[config.mk]
export PLATFORM = sky130hd
export DESIGN_NAME = mem2w2r
export DESIGN_NICKNAME = d
export VERILOG_FILES = /design/src/rtl/mem2w2r_pkg.sv /design/src/rtl/m2_bank.sv /design/src/rtl/m2_owner.sv /design/src/rtl/m2_pick.sv /design/src/rtl/mem2w2r.sv
export SDC_FILE = /design/constraint.sdc
export NUM_CORES = 1
export LEC_CHECK = 0
export BUFFER_PORTS_ARGS = -buffer_cell sky130_fd_sc_hd__clkbuf_2
export CORE_MARGIN = 4
export CORE_UTILIZATION = 50
export CTS_BUF_LIST = sky130_fd_sc_hd__clkbuf_8
export CTS_CLUSTER_SIZE = 30
export DETAILED_ROUTE_END_ITERATION = 10
export PLACE_DENSITY = 0.74
export SYNTH_ARGS = -nofsm -noshare
export SYNTH_HDL_FRONTEND = slang
export SYNTH_SLANG_ARGS = --single-unit
[constraint.sdc]
create_clock -name clk -period 3.25 [get_ports clk]
set_input_delay 0.4875 -clock clk [delete_from_list [all_inputs] [get_ports clk]]
set_output_delay 0.4875 -clock clk [all_outputs]
set_load 0.05 [all_outputs]
[src/rtl/mem2w2r_pkg.sv]
package mem2w2r_pkg;

  localparam int unsigned NUM_BANKS = 4;

  // owner bit values
  localparam logic OWNER_A = 1'b0;
  localparam logic OWNER_B = 1'b1;

  // bank k is written by port k[1] (0 = A, 1 = B)
  function automatic logic bank_writer(input int unsigned k);
    return k[1];
  endfunction

  // bank k is read by port k[0] (0 = A, 1 = B)
  function automatic logic bank_reader(input int unsigned k);
    return k[0];
  endfunction

  // next owner of one address: B beats A on a collision
  function automatic logic next_owner(input logic cur, input logic a_hit, input logic b_hit);
    logic r;
    r = cur;
    if (a_hit) r = OWNER_A;
    if (b_hit) r = OWNER_B;
    return r;
  endfunction

endpackage

[src/rtl/m2_bank.sv]
module m2_bank #(
  parameter int unsigned AW = 4,
  parameter int unsigned DW = 8
) (
  input  logic          clk,
  input  logic          rst_n,
  input  logic          we,
  input  logic [AW-1:0] waddr,
  input  logic [DW-1:0] wdata,
  input  logic [AW-1:0] raddr,
  output logic [DW-1:0] rdata_q
);
  localparam int unsigned DEPTH = 1 << AW;

  logic [DW-1:0] store [DEPTH];

  // storage is never cleared
  always_ff @(posedge clk) begin
    if (we) store[waddr] <= wdata;
  end

  // registered read; sees contents before this cycle's write
  always_ff @(posedge clk or negedge rst_n) begin
    if (!rst_n) rdata_q <= '0;
    else        rdata_q <= store[raddr];
  end
endmodule

[src/rtl/m2_owner.sv]
module m2_owner #(
  parameter int unsigned AW = 4
) (
  input  logic               clk,
  input  logic               rst_n,
  input  logic               a_we,
  input  logic [AW-1:0]      a_waddr,
  input  logic               b_we,
  input  logic [AW-1:0]      b_waddr,
  input  logic [AW-1:0]      a_raddr,
  input  logic [AW-1:0]      b_raddr,
  output logic               a_own_q,
  output logic               b_own_q,
  output logic [(1<<AW)-1:0] own_vec
);
  import mem2w2r_pkg::*;
  localparam int unsigned DEPTH = 1 << AW;

  logic [DEPTH-1:0] own_d;

  for (genvar i = 0; i < DEPTH; i++) begin : g_bit
    logic a_hit, b_hit;
    assign a_hit    = a_we && (a_waddr == AW'(i));
    assign b_hit    = b_we && (b_waddr == AW'(i));
    assign own_d[i] = next_owner(own_vec[i], a_hit, b_hit);
  end

  always_ff @(posedge clk or negedge rst_n) begin
    if (!rst_n) own_vec <= '0;
    else        own_vec <= own_d;
  end

  // owner bits registered alongside the bank read registers
  always_ff @(posedge clk or negedge rst_n) begin
    if (!rst_n) begin
      a_own_q <= OWNER_A;
      b_own_q <= OWNER_A;
    end else begin
      a_own_q <= own_vec[a_raddr];
      b_own_q <= own_vec[b_raddr];
    end
  end
endmodule

[src/rtl/m2_pick.sv]
module m2_pick #(
  parameter int unsigned DW = 8
) (
  input  logic          own,
  input  logic [DW-1:0] from_a,
  input  logic [DW-1:0] from_b,
  output logic [DW-1:0] dout
);
  import mem2w2r_pkg::*;
  always_comb begin
    if (own == OWNER_B) dout = from_b;
    else                dout = from_a;
  end
endmodule

[src/rtl/mem2w2r.sv]
module mem2w2r #(
  parameter int unsigned AW = 4,
  parameter int unsigned DW = 8
) (
  input  logic          clk,
  input  logic          rst_n,
  input  logic          a_we,
  input  logic [AW-1:0] a_waddr,
  input  logic [DW-1:0] a_wdata,
  input  logic [AW-1:0] a_raddr,
  output logic [DW-1:0] a_rdata,
  input  logic          b_we,
  input  logic [AW-1:0] b_waddr,
  input  logic [DW-1:0] b_wdata,
  input  logic [AW-1:0] b_raddr,
  output logic [DW-1:0] b_rdata
);
  import mem2w2r_pkg::*;
  localparam int unsigned DEPTH = 1 << AW;

  logic [DW-1:0]    bank_q [NUM_BANKS];
  logic [DEPTH-1:0] sel_vec;
  logic             a_own_q, b_own_q;

  for (genvar k = 0; k < NUM_BANKS; k++) begin : g_bank
    logic          wr_en;
    logic [AW-1:0] wr_addr, rd_addr;
    logic [DW-1:0] wr_data;

    if (bank_writer(k) == OWNER_B) begin : g_wb
      assign wr_en   = b_we;
      assign wr_addr = b_waddr;
      assign wr_data = b_wdata;
    end else begin : g_wa
      assign wr_en   = a_we;
      assign wr_addr = a_waddr;
      assign wr_data = a_wdata;
    end

    if (bank_reader(k)) begin : g_rb
      assign rd_addr = b_raddr;
    end else begin : g_ra
      assign rd_addr = a_raddr;
    end

    m2_bank #(.AW(AW), .DW(DW)) u_bank (
      .clk(clk), .rst_n(rst_n), .we(wr_en), .waddr(wr_addr),
      .wdata(wr_data), .raddr(rd_addr), .rdata_q(bank_q[k])
    );
  end

  m2_owner #(.AW(AW)) u_owner (
    .clk(clk), .rst_n(rst_n),
    .a_we(a_we), .a_waddr(a_waddr), .b_we(b_we), .b_waddr(b_waddr),
    .a_raddr(a_raddr), .b_raddr(b_raddr),
    .a_own_q(a_own_q), .b_own_q(b_own_q), .own_vec(sel_vec)
  );

  // port A reads banks 0 and 2, port B reads banks 1 and 3
  m2_pick #(.DW(DW)) u_pick_a (.own(a_own_q), .from_a(bank_q[0]), .from_b(bank_q[2]), .dout(a_rdata));
  m2_pick #(.DW(DW)) u_pick_b (.own(b_own_q), .from_a(bank_q[1]), .from_b(bank_q[3]), .dout(b_rdata));
endmodule

# --- After elaboration in Yosys (flattened, before gate mapping) ---
# Memory sizes are Yosys's and may differ from the RTL's. A register that Yosys moved wholly into a read port is not among the register bits.
# Cells that the tools add are included.
classes:
  n_eq_ne: 30
  mux: 42
  reduce_logical: 54
  order_cmp: 2
op_table:
  columns: ["operator", "count"]
  rows:
  - ["equality test 4 bit, second input constant", 16]
  - ["2-to-1 mux 1 bit", 38]
  - ["equality test 4 x 3 -> 1 bit, second input constant", 8]
  - ["logical AND 1 bit", 32]
  - ["nonzero test 2 bit", 16]
  - ["equality test 4 x 2 -> 1 bit, second input constant", 4]
  - ["2-to-1 mux 8 bit", 2]
  - ["< comparator 4 x 5 -> 1 bit, second input constant", 2]
  - ["binary-select mux 1 bit (select 4 bit)", 2]
  - ["equality test 4 x 1 -> 1 bit, second input constant", 2]
  - ["logical NOT 4 bit", 2]
  - ["logical NOT 1 bit", 4]
word_totals:
  out_inout_bits: 16
  ramBits: 512
  regBits: 18
  mem_count: 4
memory_table:
  columns: ["name", "depth", "width", "read_ports", "rd_clocked_by_memory_dff", "write_ports", "line_no", "text"]
  rows:
  - ["g_bank[0].u_bank.store", 16, 8, 1, 1, 1, "m2_bank.sv:15", "logic [DW-1:0] store [DEPTH];"]
  - ["g_bank[1].u_bank.store", 16, 8, 1, 1, 1, "m2_bank.sv:15", null]
  - ["g_bank[2].u_bank.store", 16, 8, 1, 1, 1, "m2_bank.sv:15", null]
  - ["g_bank[3].u_bank.store", 16, 8, 1, 1, 1, "m2_bank.sv:15", null]

# --- Longest topological paths before layout ---
depth:
  ltp_word: 4
  mapped_depth: 6
  mapped_depth_nobuf: 3

# --- Modules after synthesis ---
# Synthesis repeated with hierarchy kept, for this count alone.
unflattened:
  hier_cells: 1014
  area_unflattened_um2: 21996.1
by_module_without_submodules:
  columns: ["mod", "area_each_um2", "n_inst", "cells_each", "seq_area_each_um2"]
  rows:
  - ["m2_bank", 5187.5, 4, 229, 4043.9]
  - ["m2_owner", 983.4, 1, 80, 450.4]
  - ["m2_pick", 131.4, 2, 9, 0.0]

# --- Worst setup path before layout ---
# No wires, ideal clock.
synth_path:
  path_type: "in2reg"
  start: "input a_waddr[1]"
  end: "memory g_bank[1].u_bank.store[0][0] (enable)"
  arrival_time_ps: 1746
  cell_stages: 3
  slack_ps: 1119
  n_path_buf: 1
  t_required_ps: 2864
  path_cell_list: "or3b_2 -> clkbuf_1 -> nor3_1"
synth_lines:
  columns: ["item", "line_no", "text"]
  rows:
  - ["start: declaration", "mem2w2r.sv:8", "input logic [AW-1:0] a_waddr,"]
  - ["end: declaration", "m2_bank.sv:15", null]
# No word-level cell before the write port.

# --- Worst setup path in the final report ---
layout_path:
  start: "register u_owner.b_own_q"
  end: "output b_rdata[6]"
layout_via:
  elab_chain_cells: 1
layout_lines:
  columns: ["item", "line_no", "text"]
  rows:
  - ["start: declaration", "m2_owner.sv:13", "output logic b_own_q,"]
  - ["start signal: assignment", "m2_owner.sv:40", "b_own_q <= own_vec[b_raddr];"]
  - ["2-to-1 mux 8 bit", "m2_pick.sv:11", "if (own == OWNER_B) dout = from_b;"]
  - ["end: declaration", "mem2w2r.sv:16", "output logic [DW-1:0] b_rdata"]
# No other way between the ends.

==> summary.md <==
| Metric | Value |
|---|---|
| Largest net degree at the start of global routing | 54 |
| CP endpoint kind | output pin |
| Yosys top cell area share | 0.564 |
| CP startpoint kind | register |
| Count of pins over their slew limit | 0 |
| Post-DP HPWL | roughly 22 mm |
| Async S/R FF share, synth | 0.163 |
| Met2 wire len | 16.3 mm |
| WL/cell | 28.8 um |
| Synth area leader | edfxtp_1 |
| 1st-iter DRT viols | 858 |
| Reg area | 8940 sq um |
| Cts bufs inserted | 45 |
| Mapped Area | 13600 sq um |
| Vias | 7564 |
| Setup CP Type | reg2out |
| GR Overflow Total | 0 |
| GRT Resource Usage Total | 0.222 |
| Warnings from Yosys | 0 |
| Mapped Nets | 732 |
| Die area | 29900 sq um |
| Synthesized flop and latch total | 306 |
| Initial antenna violation count | 5 |
| Setup violations, final | 0 |
| Sinks on the clock net | 306 |
| Final #Nets | 813 |
| DIE WIDTH | 173 um |
| Post-CTS sizing | 0 |
| Fin crit period | 2.27 ns |
| Routed WL | 33.2 mm |
| Core Area | 26900 sq um |
| Final period utilization | 0.699 |
| Post-synthesis cell count | 696 |
| Max Cap Viol | 0 |
| WP data required | 2.76 ns |
| Hold Buf Count CTS | 0 |
| Hold Path Class | in2async |
| Met3 wire len | approximately 3.5 mm |
| Worst-Skew Late Latency | 0.54 ns |
| Drt drc | 0 |
| Share of cells above drive strength 1 | 0.345 |
| Final Hold Vio Count | 0 |
| Outcome | completed |
| Number of global-route vias before repair | 7899 |
| Top cells by area, synth | edfxtp_1 56%, mux4_2 19%, dfrtp_1 9.2% |
| IO Pins | 52 |
| PortBufs | 51 |
| CP arrival | between 1.5 and 2 ns |
| Peak VDD IR | 0.245 mV |
| Library cells used by synthesis | 25 |
| Clock Skews | 0.0151 ns |
| Placed instance area | around 14000 sq um |
| First-pass GRT wire length | 49.7 mm |
| Die height | 173 um |
| CTS tree | done |
| N_diodes | 0 |
| Syn_area_per_cell | roughly 20 sq um |
| Register area share after synthesis | 0.656 |
| Worst Tran Pin Value | 1.07 ns |
| Top Layer Used | met5 |
| Top FF cell, synth | edfxtp_1 |
| Fillers | roughly 2000 |
| Drt first pass iters | 6 |
| Rel. slew slack | 0.284 |
| Setup TNS | 0 ns |
| Num rows | 60 |
| Inst Count DP | 1071 |
| RSZ-0062 raised after global routing | no |
| Via-to-Cell Ratio | between 6 and 7 |
| CP max FO | 8 |
| Max clock buf depth | 3 |
| Power density over cell area | 559 nW/um^2 |
| Initial core utilization | 0.507 |
| H-tree depth | 2 |
| Area of the multi-input gates | 4360 sq um |
| Post-CTS Setup Bufs | 0 |
| Clock transition at path regs | 0.07 ns |
| Leakage Power | 5.24 nW |
| Routed Antenna Nets | 0 |
| Fmax | 0.440 GHz |
| Routability cong. | 0.804 |
| Final std cells w/o fill | between 1000 and 1500 |
| EDFF count, synth | approximately 260 |
| WL met1 | 12.3 mm |
| Post-route cell area | 15200 sq um |
| Clk Tree Root Cell | clkbuf_8 |
| Layout area overhead | 11.5% |
==> critical path: stages, from the launching register on <==
cell	delay (ns)
dfrtp_1	0.57
mux2_2	0.43
clkbuf_2	0.25
==> through the flow <==
step | utilization | total power [mW] | setup WS [ns] | hold WS [ns]
global route | 0.565 | 8.80 | 0.918 | 0.0539
global placement | 0.533 | 5.55 | 0.636 | 0.510
floorplan | - | 5.26 | 1.12 | 0.192
CTS | 0.565 | 8.53 | 0.964 | 0.0273
finish | 0.565 | 8.48 | 0.980 | 0.0252
detailed placement | 0.533 | 5.59 | 0.627 | 0.524
==> power breakdown <==
part | internal [mW] | leakage (nW) | switching (mW)
Sequential | 4.42 | 2.91 | 0.105
Clock | 1.58 | 0.508 | 1.39
Combinational | 0.394 | 1.82 | 0.592
==> synthesized netlist by cell type (8+ instances only) <==
library cell	instances
nor2_1	26
clkbuf_1	25
dfrtp_1	50
a22oi_1	68
o21ai_0	24
mux4_2	117
mux2_2	16
nor3_1	8
buf_2	16
mux4_1	16
edfxtp_1	256
nand2_1	36
==> layout by cell type, fill, tap and decap left out <==
cell	count
clkinv_1	6
nand2b_1	4
nor2b_1	4
nand2_1	36
a22oi_1	68
inv_1	21
buf_4	30
nor3_1	8
clkbuf_2	49
nand3_1	2
mux4_4	3
edfxtp_1	256
mux2_2	16
clkinv_2	7
mux4_2	117
nor2_1	26
clkinvlp_4	1
buf_12	5
clkbuf_8	47
o21ai_0	24
o21bai_1	4
bufinv_16	3
nand3b_1	4
and2_1	2
mux4_1	16
dfrtp_1	50
or3b_2	2
==> kinds of logic after synthesis <==
kind of cell | Yosys count | share of synthesized area
compound gates | 96 | 0.0485
simple gates | 88 | 0.0288
buf+inv | 54 | 0.0232
mux | 152 | 0.243
flops | 306 | 0.656
==> path summary, 6_finish.rpt <==
path / startpoint / endpoint / slack [ns] / cells after the start
min in group clk: a_wdata[7] / g_bank[1].u_bank.store[0][7] / 0.39 / 1
max in group asynchronous: rst_n / u_owner.own_vec[6] / 2.49 / 2
worst min-delay path: rst_n / u_owner.own_vec[11] / 0.03 / 1
worst max register to register: g_bank[1].u_bank.store[3][3] / g_bank[1].u_bank.rdata_q[3] / 1.49 / 3
worst max-delay path: u_owner.b_own_q / b_rdata[6] / 0.98 / 2
worst min register to register: u_owner.own_vec[2] / u_owner.own_vec[2] / 0.54 / 2
==> cell type report <==
| cell class | instances | area share |
|---|---|---|
| Timing Repair Buffer | 84 | 0.0376 |
| Sequential cell | 306 | 0.589 |
| Clock buffer | 47 | 0.0426 |
| Inverter | 4 | 0.000989 |
| Multi-Input combinational cell | 336 | 0.287 |
| Tap cell | 341 | 0.0281 |
| Clock inverter | 34 | 0.0144 |
==> sequential cells by signal, indices dropped and copies added (netlist names) <==
register	count
g_bank.u_bank.store	256
g_bank.u_bank.rdata_q	32
u_owner.own_vec	16
u_owner.a_own_q	1
u_owner.b_own_q	1
==> layer usage <==
layer | up-vias | global-route usage
met3 | 76 | 0.0588
met4 | 10 | 0.0682
met1 | 3932 | 0.299
met2 | 424 | 0.360
li1 | 3122 | -
met5 | - | 0
Power figures use the tool's default switching activity.
